## src/rtl/tdot_pkg.sv

```systemverilog
package tdot_pkg;

    typedef enum logic [1:0] {
        WC_ZERO  = 2'b00,
        WC_PLUS  = 2'b01,
        WC_MINUS = 2'b10,
        WC_RSVD  = 2'b11
    } wcode_e;

    typedef enum logic {
        ST_GATHER  = 1'b0,
        ST_PRESENT = 1'b1
    } state_e;

    typedef struct packed {
        logic en;    // accumulator works on this element
        logic neg;   // subtract instead of add
        logic skip;  // element counted as skipped
        logic bad;   // reserved code seen
    } op_t;

endpackage

```

## src/rtl/tdot_decode.sv

```systemverilog
module tdot_decode
    import tdot_pkg::*;
(
    input  logic [1:0] code,
    output op_t        op
);

    always_comb begin
        op = '0;
        unique case (wcode_e'(code))
            WC_PLUS:  op.en = 1'b1;
            WC_MINUS: begin
                op.en  = 1'b1;
                op.neg = 1'b1;
            end
            WC_ZERO:  op.skip = 1'b1;
            WC_RSVD:  begin
                op.skip = 1'b1;
                op.bad  = 1'b1;
            end
        endcase
    end

endmodule

```

## src/rtl/tdot_accum.sv

```systemverilog
module tdot_accum
    import tdot_pkg::*;
#(
    parameter int ACT_W = 8,
    parameter int ACC_W = 24,
    parameter int CNT_W = 17
) (
    input  logic                    clk,
    input  logic                    rst_n,
    input  logic                    step,
    input  logic                    close,
    input  op_t                     op,
    input  logic signed [ACT_W-1:0] act,
    output logic signed [ACC_W-1:0] sum_next,
    output logic [CNT_W-1:0]        skip_next
);

    localparam int EXT_W = ACC_W - ACT_W;

    logic signed [ACC_W-1:0] acc_q;
    logic signed [ACC_W-1:0] act_x;
    logic [CNT_W-1:0]        skip_q;

    assign act_x = {{EXT_W{act[ACT_W-1]}}, act};

    // Value the vector would hold after this element
    always_comb begin
        sum_next  = acc_q;
        skip_next = skip_q;
        if (step) begin
            if (op.en) begin
                sum_next = op.neg ? (acc_q - act_x) : (acc_q + act_x);
            end
            if (op.skip) begin
                skip_next = skip_q + 1'b1;
            end
        end
    end

    // Register enable is off for zero weights
    always_ff @(posedge clk) begin
        if (!rst_n) begin
            acc_q <= '0;
        end else if (close) begin
            acc_q <= '0;
        end else if (step && op.en) begin
            acc_q <= sum_next;
        end
    end

    always_ff @(posedge clk) begin
        if (!rst_n) begin
            skip_q <= '0;
        end else if (close) begin
            skip_q <= '0;
        end else if (step && op.skip) begin
            skip_q <= skip_next;
        end
    end

    AST_ZERO_HOLDS: assert property (@(posedge clk) disable iff (!rst_n)
        (step && op.skip && !close) |=> $stable(acc_q));

    AST_PLUS_ADDS: assert property (@(posedge clk) disable iff (!rst_n)
        (step && op.en && !op.neg && !close) |=> (acc_q == $past(acc_q) + $past(act_x)));

    AST_MINUS_SUBS: assert property (@(posedge clk) disable iff (!rst_n)
        (step && op.en && op.neg && !close) |=> (acc_q == $past(acc_q) - $past(act_x)));

    AST_IDLE_HOLDS: assert property (@(posedge clk) disable iff (!rst_n)
        (!step && !close) |=> ($stable(acc_q) && $stable(skip_q)));

    AST_CLEAR_AFTER_CLOSE: assert property (@(posedge clk) disable iff (!rst_n)
        close |=> (acc_q == '0 && skip_q == '0));

endmodule

```

## src/rtl/tdot_scale.sv

```systemverilog
module tdot_scale #(
    parameter int ACC_W   = 24,
    parameter int SCALE_W = 16,
    parameter int FRAC_W  = 8,
    parameter int OUT_W   = 32
) (
    input  logic signed [ACC_W-1:0] sum,
    input  logic [SCALE_W-1:0]      scale,
    output logic signed [OUT_W-1:0] result
);

    localparam int PW = ACC_W + SCALE_W + 1;

    logic signed [PW-1:0] sum_x;
    logic signed [PW-1:0] scl_x;
    logic signed [PW-1:0] prod;
    logic signed [PW-1:0] shifted;

    assign sum_x   = {{(PW-ACC_W){sum[ACC_W-1]}}, sum};
    assign scl_x   = {{(PW-SCALE_W){1'b0}}, scale};
    assign prod    = sum_x * scl_x;
    assign shifted = prod >>> FRAC_W;

    generate
        if (PW > OUT_W) begin : g_sat
            logic [PW-OUT_W:0] hi;
            assign hi = shifted[PW-1:OUT_W-1];
            always_comb begin
                if (hi == '0 || hi == '1) begin
                    result = shifted[OUT_W-1:0];
                end else if (shifted[PW-1]) begin
                    result = {1'b1, {(OUT_W-1){1'b0}}};
                end else begin
                    result = {1'b0, {(OUT_W-1){1'b1}}};
                end
            end
        end else if (PW == OUT_W) begin : g_same
            assign result = shifted;
        end else begin : g_ext
            assign result = {{(OUT_W-PW){shifted[PW-1]}}, shifted};
        end
    endgenerate

    always_comb begin
        AST_SIGN_KEPT: assert (!(sum > 0 && result < 0) && !(sum < 0 && result > 0));
    end

endmodule

```

## src/rtl/ternary_dot_engine.sv

```systemverilog
module ternary_dot_engine
    import tdot_pkg::*;
#(
    parameter int ACT_W   = 8,
    parameter int ACC_W   = 24,
    parameter int SCALE_W = 16,
    parameter int FRAC_W  = 8,
    parameter int OUT_W   = 32,
    parameter int CNT_W   = 17
) (
    input  logic                    clk,
    input  logic                    rst_n,
    input  logic                    in_valid,
    output logic                    in_ready,
    input  logic signed [ACT_W-1:0] in_act,
    input  logic [1:0]              in_wcode,
    input  logic                    in_last,
    input  logic [SCALE_W-1:0]      scale_q88,
    output logic                    out_valid,
    input  logic                    out_ready,
    output logic signed [OUT_W-1:0] out_result,
    output logic [CNT_W-1:0]        out_skips,
    output logic                    code_err
);

    state_e state_q;
    state_e state_d;

    op_t                     op;
    logic                    fire;
    logic                    close;
    logic signed [ACC_W-1:0] sum_next;
    logic [CNT_W-1:0]        skip_next;
    logic signed [OUT_W-1:0] scaled;

    assign fire  = in_valid && in_ready;
    assign close = fire && in_last;

    tdot_decode u_decode (
        .code (in_wcode),
        .op   (op)
    );

    tdot_accum #(
        .ACT_W (ACT_W),
        .ACC_W (ACC_W),
        .CNT_W (CNT_W)
    ) u_accum (
        .clk       (clk),
        .rst_n     (rst_n),
        .step      (fire),
        .close     (close),
        .op        (op),
        .act       (in_act),
        .sum_next  (sum_next),
        .skip_next (skip_next)
    );

    tdot_scale #(
        .ACC_W   (ACC_W),
        .SCALE_W (SCALE_W),
        .FRAC_W  (FRAC_W),
        .OUT_W   (OUT_W)
    ) u_scale (
        .sum    (sum_next),
        .scale  (scale_q88),
        .result (scaled)
    );

    // Next-state logic
    always_comb begin
        state_d = state_q;
        unique case (state_q)
            ST_GATHER:  if (close)     state_d = ST_PRESENT;
            ST_PRESENT: if (out_ready) state_d = ST_GATHER;
        endcase
    end

    // State register
    always_ff @(posedge clk) begin
        if (!rst_n) begin
            state_q <= ST_GATHER;
        end else begin
            state_q <= state_d;
        end
    end

    // Handshake outputs decoded from the state
    always_comb begin
        in_ready  = 1'b0;
        out_valid = 1'b0;
        unique case (state_q)
            ST_GATHER:  in_ready  = 1'b1;
            ST_PRESENT: out_valid = 1'b1;
        endcase
    end

    // Registered data outputs
    always_ff @(posedge clk) begin
        if (!rst_n) begin
            out_result <= '0;
            out_skips  <= '0;
            code_err   <= 1'b0;
        end else begin
            if (close) begin
                out_result <= scaled;
                out_skips  <= skip_next;
            end
            if (fire && op.bad) begin
                code_err <= 1'b1;
            end
        end
    end

    AST_RESULT_NEXT: assert property (@(posedge clk) disable iff (!rst_n)
        close |=> out_valid);

    AST_HOLD_STABLE: assert property (@(posedge clk) disable iff (!rst_n)
        (out_valid && !out_ready) |=> (out_valid && $stable(out_result) && $stable(out_skips)));

    AST_RELEASE: assert property (@(posedge clk) disable iff (!rst_n)
        (out_valid && out_ready) |=> (!out_valid && in_ready));

    AST_ERR_STICKY: assert property (@(posedge clk) disable iff (!rst_n)
        code_err |=> code_err);

    AST_ERR_ONLY_ON_RSVD: assert property (@(posedge clk) disable iff (!rst_n)
        $rose(code_err) |-> $past(fire && in_wcode == 2'b11));

endmodule

```

## config.mk

```make
export PLATFORM = sky130hd
export DESIGN_NAME = ternary_dot_engine
export DESIGN_NICKNAME = d
export VERILOG_FILES = /design/src/rtl/tdot_pkg.sv /design/src/rtl/tdot_decode.sv /design/src/rtl/tdot_accum.sv /design/src/rtl/tdot_scale.sv /design/src/rtl/ternary_dot_engine.sv
export SDC_FILE = /design/constraint.sdc
export NUM_CORES = 1
export LEC_CHECK = 0
export ABC_AREA = 1
export BUFFER_PORTS_ARGS = -buffer_cell sky130_fd_sc_hd__buf_4
export CAP_MARGIN = 20
export CORE_ASPECT_RATIO = 1.2
export CORE_MARGIN = 4
export CORE_UTILIZATION = 25
export DETAILED_ROUTE_END_ITERATION = 8
export PLACE_DENSITY = 0.39
export SYNTH_ARGS = -nofsm -noshare
export SYNTH_HDL_FRONTEND = slang
export SYNTH_SLANG_ARGS = --single-unit
```

## constraint.sdc

```tcl
create_clock -name clk -period 7.8 [get_ports clk]
set_input_delay 0.39 -clock clk [delete_from_list [all_inputs] [get_ports clk]]
set_output_delay 0.39 -clock clk [all_outputs]
set_load 0.03 [all_outputs]
```

==> flow_metrics.py, run 1 <==
metrics = {
    "worst_setup_path": {
        "cp_top_family": "adder cells",
        "crit_arrival_ns": 8.28,
        "path_depth": 44,
        "endpoint": "out_result[12]$_SDFFE_PN0P_",
        "reg2reg_to": "out_result[12]$_SDFFE_PN0P_",
        "max_stage_delay_ns": 0.57,
        "path_common_cell": "fa_1",
        "worstPathMaxFanout": 7,
        "endpoint_kind": "register",
        "r2r_setup_slack_ns": 0.34,
        "worst_ep_required_time_ns": 8.14,
        "crit_path_start_kind": "primary input",
        "rr_worst_depth": 39,
        "worst-setup-path-type": "primary input to register",
        "cp_slowest_cell": "fa_2",
        "r2r_start": "u_accum.acc_q[0]$_SDFFE_PP0P_",
        "path_buf_inv": 10,
        "critPathLaunch": "in_act[2]",
    },
    "timing": {
        "rsz0062_at_grt": "true",
        "setup_viol": 31,
        "max_slew_margin": 0.414,
        "worst_slack_ns": -0.145,
        "max_clock_freq_ghz": 0.126,
        "finClkSkew_ns": 0.0185,
        "holdWs_ns": 0.172,
        "period_share": 1.02,
        "period_minus_slack_ns": 7.94,
        "maxSlewViolCount": 0,
        "worst_pin_slew_ns": 0.879,
        "hold_viol": 0,
    },
    "drt": {
        "routed_wirelength_mm": 73.3,
        "ant_nets": 0,
        "drtIter0Drc": 875,
        "wl_per_cell_um": 17.7,
        "drc": 0,
        "via_per_inst": 4.42,
        "vias": 18333,
        "dr.pass1.iters": 6,
    },
    "synthesis": {
        "synth_area_leaders": "fa_1 (37%), inv_1 (11%), nand2_1 (9.7%), dfxtp_1 (9.2%), ha_1 (8.1%)",
        "synth_cell_types": 44,
        "yosysMostFrequentCell": "inv_1",
        "synth_warnings": 0,
        "synth_top_area_cell": "fa_1",
        "yosysSeqAreaShare": 0.0923,
        "yosys-top-cells-count": "inv_1 (605), nand2_1 (516), fa_1 (370)",
        "syn_avg_cell_area_um2": 7.51,
        "synth_seq_cells": 92,
        "synth.top_cell.area_share": 0.371,
        "synth_nets": 3189,
        "synth-edff-count": 0,
        "async_flop_share": 0,
        "synthCells": 2659,
        "syn-cell-area_um2": 20000,
        "synth-main-ff-cell": "dfxtp_1",
    },
    "global_routing": {
        "grt_usage": 0.177,
        "grt_first_pass_wirelength_mm": 116,
        "grt_max_degree": 43,
        "antenna_found_initial": 0,
        "overflow": 0,
        "grt_pass1_vias": 20222,
    },
    "clock_tree": {
        "cts_buffer_depth": 2,
        "postCtsHoldBufs": 0,
        "cts_sinks": 92,
        "cts-buffers-inserted": 9,
        "htreeDepth": 3,
        "cts_tree": "done",
        "clock_latency_ns": 0.40,
        "clkTransAtPathRegs_ns": 0.08,
        "cts_root_buffer": "clkbuf_16",
    },
    "die": {
        "die-area_um2": 84400,
        "row_count": 113,
        "ioPinCount": 83,
        "die_h_um": 318,
        "core_area_um2": 79200,
        "start_util": 0.252,
        "fp.dieW_um": 266,
    },
    "placed_design": {
        "dp_cells": 4096,
        "gp_congestion": 0.892,
        "io_buffer_count": 82,
        "post-dp-hpwl_mm": 63.4,
    },
    "layout": {
        "layout-area-overhead-vs-synth_pct": 35.3,
        "final_core_util": 0.341,
        "nets": 3641,
        "final-instance-count-excl-fill": 4152,
        "drive_gt1_frac": 0.288,
        "n_fill_cell": 8524,
    },
    "flow_run": {
        "maxCapViolCount": 0,
    },
    "run_status": {
        "violations": "negative setup slack",
        "outcome": "finished with violations",
    },
    "min_path": {
        "hold_class": "primary input to register",
    },
}
==> per-layer routing <==
| layer | part of all wire | wire length, um | global-route usage | up-vias |
|---|---|---|---|---|
| met5 | 0 | 0 | 0 | - |
| met4 | 0.026 | 1900 | 0.0477 | 0 |
| met3 | 0.036 | 2620 | 0.0218 | 86 |
| met2 | 0.51 | 37600 | 0.319 | 317 |
| met1 | 0.43 | 31300 | 0.224 | 9113 |
| li1 | - | - | - | 8817 |
==> through the flow <==
step / worst slack, ns / cell area (um^2) / TNS [ns]
2_1_floorplan: 0.0183 / 20000 / 0
3_3_place_gp: -1.85 / 24700 / -57.25
3_5_place_dp: -1.91 / 24700 / -57.61
4_1_cts: -0.149 / 26400 / -4.14
5_1_grt: -0.513 / 27000 / -14.97
6_report: -0.145 / 27000 / -3.39
==> how the worst min path moves through the flow <==
stage | startpoint | to | slack [ns] | depth (start not counted)
floorplan | u_accum.skip_q[16]$_SDFFE_PP0P_ | u_accum.skip_q[16]$_SDFFE_PP0P_ | 0.48 | 2
global placement | out_skips[10]$_SDFFE_PN0P_ | out_skips[10]$_SDFFE_PN0P_ | 0.44 | 2
detailed placement | out_skips[9]$_SDFFE_PN0P_ | out_skips[9]$_SDFFE_PN0P_ | 0.45 | 2
CTS | out_ready | state_q$_SDFF_PN0_ | 0.13 | 2
global route | out_ready | state_q$_SDFF_PN0_ | 0.15 | 2
finish | out_ready | state_q$_SDFF_PN0_ | 0.17 | 2
==> cell families after synthesis <==
family | after synthesis | synth area share
fa+ha+maj | 499 | 0.452
flops | 92 | 0.0923
mux | 1 | 0.000501
compound gates | 233 | 0.0682
xor+xnor | 64 | 0.0281
simple gates | 1072 | 0.224
buf+inv | 698 | 0.135
==> placed cells by master (no fill, tap or decap), types with 6 or more instances in the layout <==
cell,instances
or2_2,23
xnor2_1,21
o21ai_0,68
o21ai_1,15
nor3_1,6
ha_1,81
buf_12,17
fa_2,18
ha_4,43
nand2_4,26
nor2_4,19
xor2_1,38
nand2_1,447
o21ai_2,12
a21oi_2,54
inv_2,20
fa_1,352
nor2_1,274
inv_1,588
nor2_2,37
a21oi_1,51
nand3_1,133
dfxtp_1,92
nand3_2,13
nand4_1,20
buf_4,485
clkbuf_16,11
buf_6,19
nand2_2,53
o21bai_1,10
==> state kept, by name, indices dropped and copies added, names as in the netlist <==
name / cells
u_accum.skip_q: 17
out_skips: 17
state_q: 1
out_result: 32
u_accum.acc_q: 24
code_err: 1
==> final cells by class <==
cell class | count | area [um^2] | area share
antenna | 1 | 2.50 | 0.0000927
clock buffer | 9 | 225 | 0.00834
clock inverter | 7 | 66.3 | 0.00246
inverter | 612 | 2300 | 0.0852
multi-input combinational | 1870 | 17000 | 0.628
sequential | 92 | 1840 | 0.0682
tap | 1035 | 1290 | 0.0480
timing repair buffer | 526 | 4320 | 0.160
==> repair_timing <==
action,in CTS,in global routing
gates cloned,4,2
resized for setup,242,130
setup endpoints to repair,32,32
setup buffers,27,8
pin swaps,74,50
Power of run 1 is left out: the tool's default activity adds up to more than one toggle a clock period on the data nets, which glitch-free logic cannot reach.
==> run 2, diff against run 1 <==
- BUFFER_PORTS_ARGS: -buffer_cell sky130_fd_sc_hd__buf_4 -> unset
- DONT_BUFFER_PORTS: unset -> 1
==> run 2 against run 1 <==
The run now ends clean. Cell area is 2.2% higher. Final cell count is 0.60% lower. Worst hold slack worse by 0.083 ns. Critical path type unchanged. Critical endpoint is now out_result[20]$_SDFFE_PN0P_.
==> flow_metrics.py, run 2 (synthesis results as in run 1) <==
metrics = {
    "drt": {
        "ant_nets": 0,
        "wl_per_cell_um": 18.4,
        "via_per_inst": 4.43,
        "dr.pass1.iters": 5,
        "drc": 0,
        "vias": 18301,
        "routed_wirelength_mm": 76.1,
        "drtIter0Drc": 735,
    },
    "worst_setup_path": {
        "cp_top_family": "adder cells",
        "cp_slowest_cell": "fa_1",
        "worst_ep_required_time_ns": 8.14,
        "rr_worst_depth": 38,
        "max_stage_delay_ns": 0.53,
        "path_common_cell": "fa_1",
        "path_buf_inv": 12,
        "worst-setup-path-type": "primary input to register",
        "crit_path_start_kind": "primary input",
        "crit_arrival_ns": 8.07,
        "endpoint_kind": "register",
        "worstPathMaxFanout": 6,
        "path_depth": 41,
    },
    "timing": {
        "hold_viol": 0,
        "period_share": 0.991,
        "max_slew_margin": 0.378,
        "setup_viol": 0,
        "maxSlewViolCount": 0,
        "worst_slack_ns": 0.0706,
        "period_minus_slack_ns": 7.73,
        "worst_pin_slew_ns": 0.932,
        "rsz0062_at_grt": "true",
        "finClkSkew_ns": 0.0234,
        "max_clock_freq_ghz": 0.129,
    },
    "clock_tree": {
        "cts_root_buffer": "clkbuf_16",
        "htreeDepth": 3,
        "clock_latency_ns": 0.41,
        "cts-buffers-inserted": 9,
        "clkTransAtPathRegs_ns": 0.08,
        "cts_tree": "done",
        "cts_buffer_depth": 2,
        "cts_sinks": 92,
    },
    "global_routing": {
        "grt_first_pass_wirelength_mm": 119,
        "grt_usage": 0.182,
        "grt_pass1_vias": 20337,
        "overflow": 0,
        "antenna_found_initial": 1,
        "grt_max_degree": 42,
    },
    "layout": {
        "largest_reg_flops": 32,
        "n_fill_cell": 8368,
        "layout-area-overhead-vs-synth_pct": 38.3,
        "final_common_cell": "inv_1",
        "area.sequential_um2": 1840,
        "final_cell_mix": "inv_1 (558), buf_4 (440), nand2_1 (398)",
        "reg_top3": "out_result x32, u_accum.acc_q x24",
        "drive_gt1_frac": 0.331,
        "multi_input_area_um2": 17600,
        "final_area_um2": 27600,
        "nets": 3615,
        "largest-register": "out_result",
    },
    "min_path": {
        "hold_depth": 1,
        "hold_class": "primary input to register",
    },
    "die": {
        "die_h_um": 318,
        "core_area_um2": 79200,
        "row_count": 113,
        "fp.dieW_um": 266,
        "die-area_um2": 84400,
        "start_util": 0.252,
        "ioPinCount": 83,
    },
    "run_status": {
        "outcome": "completed",
    },
    "flow_run": {
        "maxCapViolCount": 0,
    },
    "placed_design": {
        "gp_congestion": 0.893,
        "dpl_cell_area_um2": 24200,
        "pre_cts_ws_ns": -1.54,
        "post-dp-hpwl_mm": 64.2,
        "io_buffer_count": 0,
    },
}
==> run 2: cell count changes in the layout (fill, tap and decap cells not counted), sizes merged <==
cell and change:
inv -2, clkinv +2, diode +1, buf -28, clkbuf +2
==> run 2: path summary, 6_finish.rpt <==
kind / startpoint / end / slack [ns]
worst max-delay path: in_act[0] / out_result[20]$_SDFFE_PN0P_ / 0.07
worst min-delay path: out_ready / state_q$_SDFF_PN0_ / 0.09
worst max register to register: u_accum.acc_q[0]$_SDFFE_PP0P_ / out_result[10]$_SDFFE_PN0P_ / 0.45
worst min register to register: u_accum.skip_q[15]$_SDFFE_PP0P_ / u_accum.skip_q[15]$_SDFFE_PP0P_ / 0.55
==> run 2: stage by stage <==
step,util,hold WS [ns],TNS [ns],cells
3_3_place_gp,0.306,0.487,-47.31,4026
5_1_grt,0.349,0.0751,-5.30,4125
6_report,0.349,0.0884,0,4127
4_1_cts,0.329,0.0578,0,4088
2_1_floorplan,-,0.476,0,2659
3_5_place_dp,0.306,0.502,-47.10,4026
==> run 2: layer usage <==
metal  GRT usage  wire (um)  up-vias
li1            -          -     8782
met1       0.220      31000     9134
met2       0.342      40500      313
met3      0.0260       3180       72
met4      0.0343       1410        0
met5           0          0        -
==> run 2: what timing repair did <==
action	in CTS	in global routing
gates cloned	7	3
buffers inserted	39	38
hold buffers	0	0
endpoints found under the hold margin	0	0
pin swaps	80	167
resized for setup	254	340
endpoints found under the setup margin	32	32
==> run 2: cell type report <==
type,count,share of cell area
diodes,2,0.000181
clock buffers,9,0.00816
clock inverters,7,0.00245
inverters,612,0.0837
multi-input cells,1870,0.638
flip-flops and latches,92,0.0667
well taps,1035,0.0469
repair buffers,500,0.154
==> run 2: worst reg2reg max path, delay by kind of cell, from the launching register on <==
kind	cells	cell delay, ns
flops	1	0.31
simple gates	13	1.23
xor+xnor	1	0.14
buf+inv	12	1.33
compound gates	3	0.37
fa+ha+maj	9	3.90
Power of run 2 is left out for the same reason.
==> run 3, diff against run 2 <==
- PLACE_DENSITY: 0.39 -> 0.37
- clock period: 7.8 -> 8.83 ns (I/O delays scaled with it)
==> run 3 against run 2 <==
Register-to-register slack gained 0.57 ns. Clock skew shrank 0.0016 ns. Final cell count shrank 3.8%. Critical endpoint is now out_result[14]$_SDFFE_PN0P_. Largest cell class unchanged.
==> flow_metrics.py, run 3 (synthesis results as in run 1) <==
metrics = {
    "min_path": {
        "hold_class": "primary input to register",
        "whs_endpoint": "state_q$_SDFF_PN0_",
        "hold_depth": 1,
        "worstHoldStart": "out_ready",
    },
    "layout": {
        "antennaDiodeCount": 0,
        "largest_reg_flops": 32,
        "final_core_util": 0.305,
        "final_cell_mix": "inv_1 (603), nand2_1 (507), fa_1 (368)",
        "nets": 3461,
        "final_area_um2": 24200,
        "n_fill_cell": 8721,
        "largest-register": "out_result",
        "reg_top3": "out_result x32, u_accum.acc_q x24",
        "drive_gt1_frac": 0.175,
        "final_common_cell": "inv_1",
        "layout-area-overhead-vs-synth_pct": 21.1,
    },
    "run_status": {
        "outcome": "completed",
    },
    "timing": {
        "max_slew_margin": 0.339,
        "fin_tns_setup_ns": 0,
        "period_minus_slack_ns": 8.30,
        "finClkSkew_ns": 0.0218,
        "setup_viol": 0,
        "rsz0062_at_grt": "false",
        "period_share": 0.940,
        "worst_pin_slew_ns": 0.992,
        "max_clock_freq_ghz": 0.120,
        "hold_viol": 0,
        "maxSlewViolCount": 0,
    },
    "drt": {
        "via_per_inst": 4.43,
        "drtIter0Drc": 963,
        "routed_wirelength_mm": 73.7,
        "wl_per_cell_um": 18.6,
        "vias": 17584,
        "dr.pass1.iters": 5,
        "ant_nets": 0,
        "drc": 0,
    },
    "global_routing": {
        "grt_usage": 0.180,
        "overflow": 0,
        "grt_pass1_vias": 19564,
        "grt_first_pass_wirelength_mm": 117,
        "antenna_found_initial": 0,
        "grt_max_degree": 44,
    },
    "placed_design": {
        "gp_congestion": 0.899,
        "io_buffer_count": 0,
        "dpl_cell_area_um2": 23500,
        "post-dp-hpwl_mm": 64.1,
    },
    "worst_setup_path": {
        "path_common_cell": "buf_4",
        "reg2reg_to": "out_result[14]$_SDFFE_PN0P_",
        "r2r_start": "u_accum.acc_q[10]$_SDFFE_PP0P_",
        "critPathLaunch": "in_act[2]",
        "worstPathMaxFanout": 16,
        "cp_slowest_cell": "fa_1",
        "r2r_setup_slack_ns": 1.02,
        "worst-setup-path-type": "primary input to register",
        "crit_arrival_ns": 8.65,
        "max_stage_delay_ns": 0.57,
        "worst_ep_required_time_ns": 9.17,
        "crit_path_start_kind": "primary input",
        "rr_worst_depth": 38,
        "endpoint_kind": "register",
    },
    "die": {
        "core_area_um2": 79200,
        "fp.dieW_um": 266,
        "die-area_um2": 84400,
        "row_count": 113,
        "die_h_um": 318,
        "ioPinCount": 83,
        "start_util": 0.252,
    },
    "clock_tree": {
        "postCtsHoldBufs": 0,
        "htreeDepth": 3,
        "clkTransAtPathRegs_ns": 0.09,
        "clock_latency_ns": 0.40,
        "cts-buffers-inserted": 9,
        "cts_buffer_depth": 2,
        "cts_root_buffer": "clkbuf_16",
        "cts_sinks": 92,
        "cts_tree": "done",
    },
    "flow_run": {
        "maxCapViolCount": 0,
    },
}
## run 3: cell count changes in the layout (fill, tap and decap cells not counted), moves of 33 or more
cell	before	now
nand2_1	398	507
buf_4	440	333
nand2_2	90	19
inv_1	558	603
a21oi_1	27	71
inv_2	47	6
ha_4	43	4
ha_1	84	121
nor2_1	261	297
a21oi_2	73	38
nand2_4	36	3
## run 3: routing by layer
layer  GRT usage  share of wire  vias to the layer above
met5           0              0                        -
met1       0.228           0.43                     8749
met4      0.0298          0.014                        0
met2       0.331           0.52                      313
li1            -              -                     8469
met3      0.0203          0.034                       53
## run 3: per-stage QoR
stage	std cells	hold slack [ns]	setup WS [ns]
floorplan	2659	0.476	0.519
global route	3971	0.113	0.0194
CTS	3967	0.0953	0.0477
finish	3971	0.136	0.529
detailed placement	3949	0.510	-0.764
global placement	3949	0.495	-0.726
## run 3: worst max-delay path: cells and delay by family
family	cells	cell delay (ns)
buf+inv	10	1.36
fa+ha+maj	9	3.60
compound gates	3	0.58
simple gates	18	2.63
## run 3: worst max-delay path by stage
stage | end | cells after the start
after floorplan | out_result[0]$_SDFFE_PN0P_ | 43
after CTS | out_result[24]$_SDFFE_PN0P_ | 35
after global placement | out_result[19]$_SDFFE_PN0P_ | 40
after global routing | out_result[15]$_SDFFE_PN0P_ | 44
final | out_result[14]$_SDFFE_PN0P_ | 40
after detailed placement | out_result[19]$_SDFFE_PN0P_ | 35
## run 3: layout make-up
cell class,count,area (um^2),share of cell area
Timing Repair Buffer,346,2750,0.114
Inverter,612,2300,0.0950
Multi-Input combinational cell,1870,15700,0.649
Sequential cell,92,1840,0.0762
Clock inverter,7,90.1,0.00373
Clock buffer,9,225,0.00932
Tap cell,1035,1290,0.0536
## run 3: repair_timing
item	CTS	global route
pin swaps	1	7
gates resized for setup	1	68
endpoints found under the setup margin	31	32
setup buffers	1	3
gates cloned	1	1
Power of run 3 is left out for the same reason.
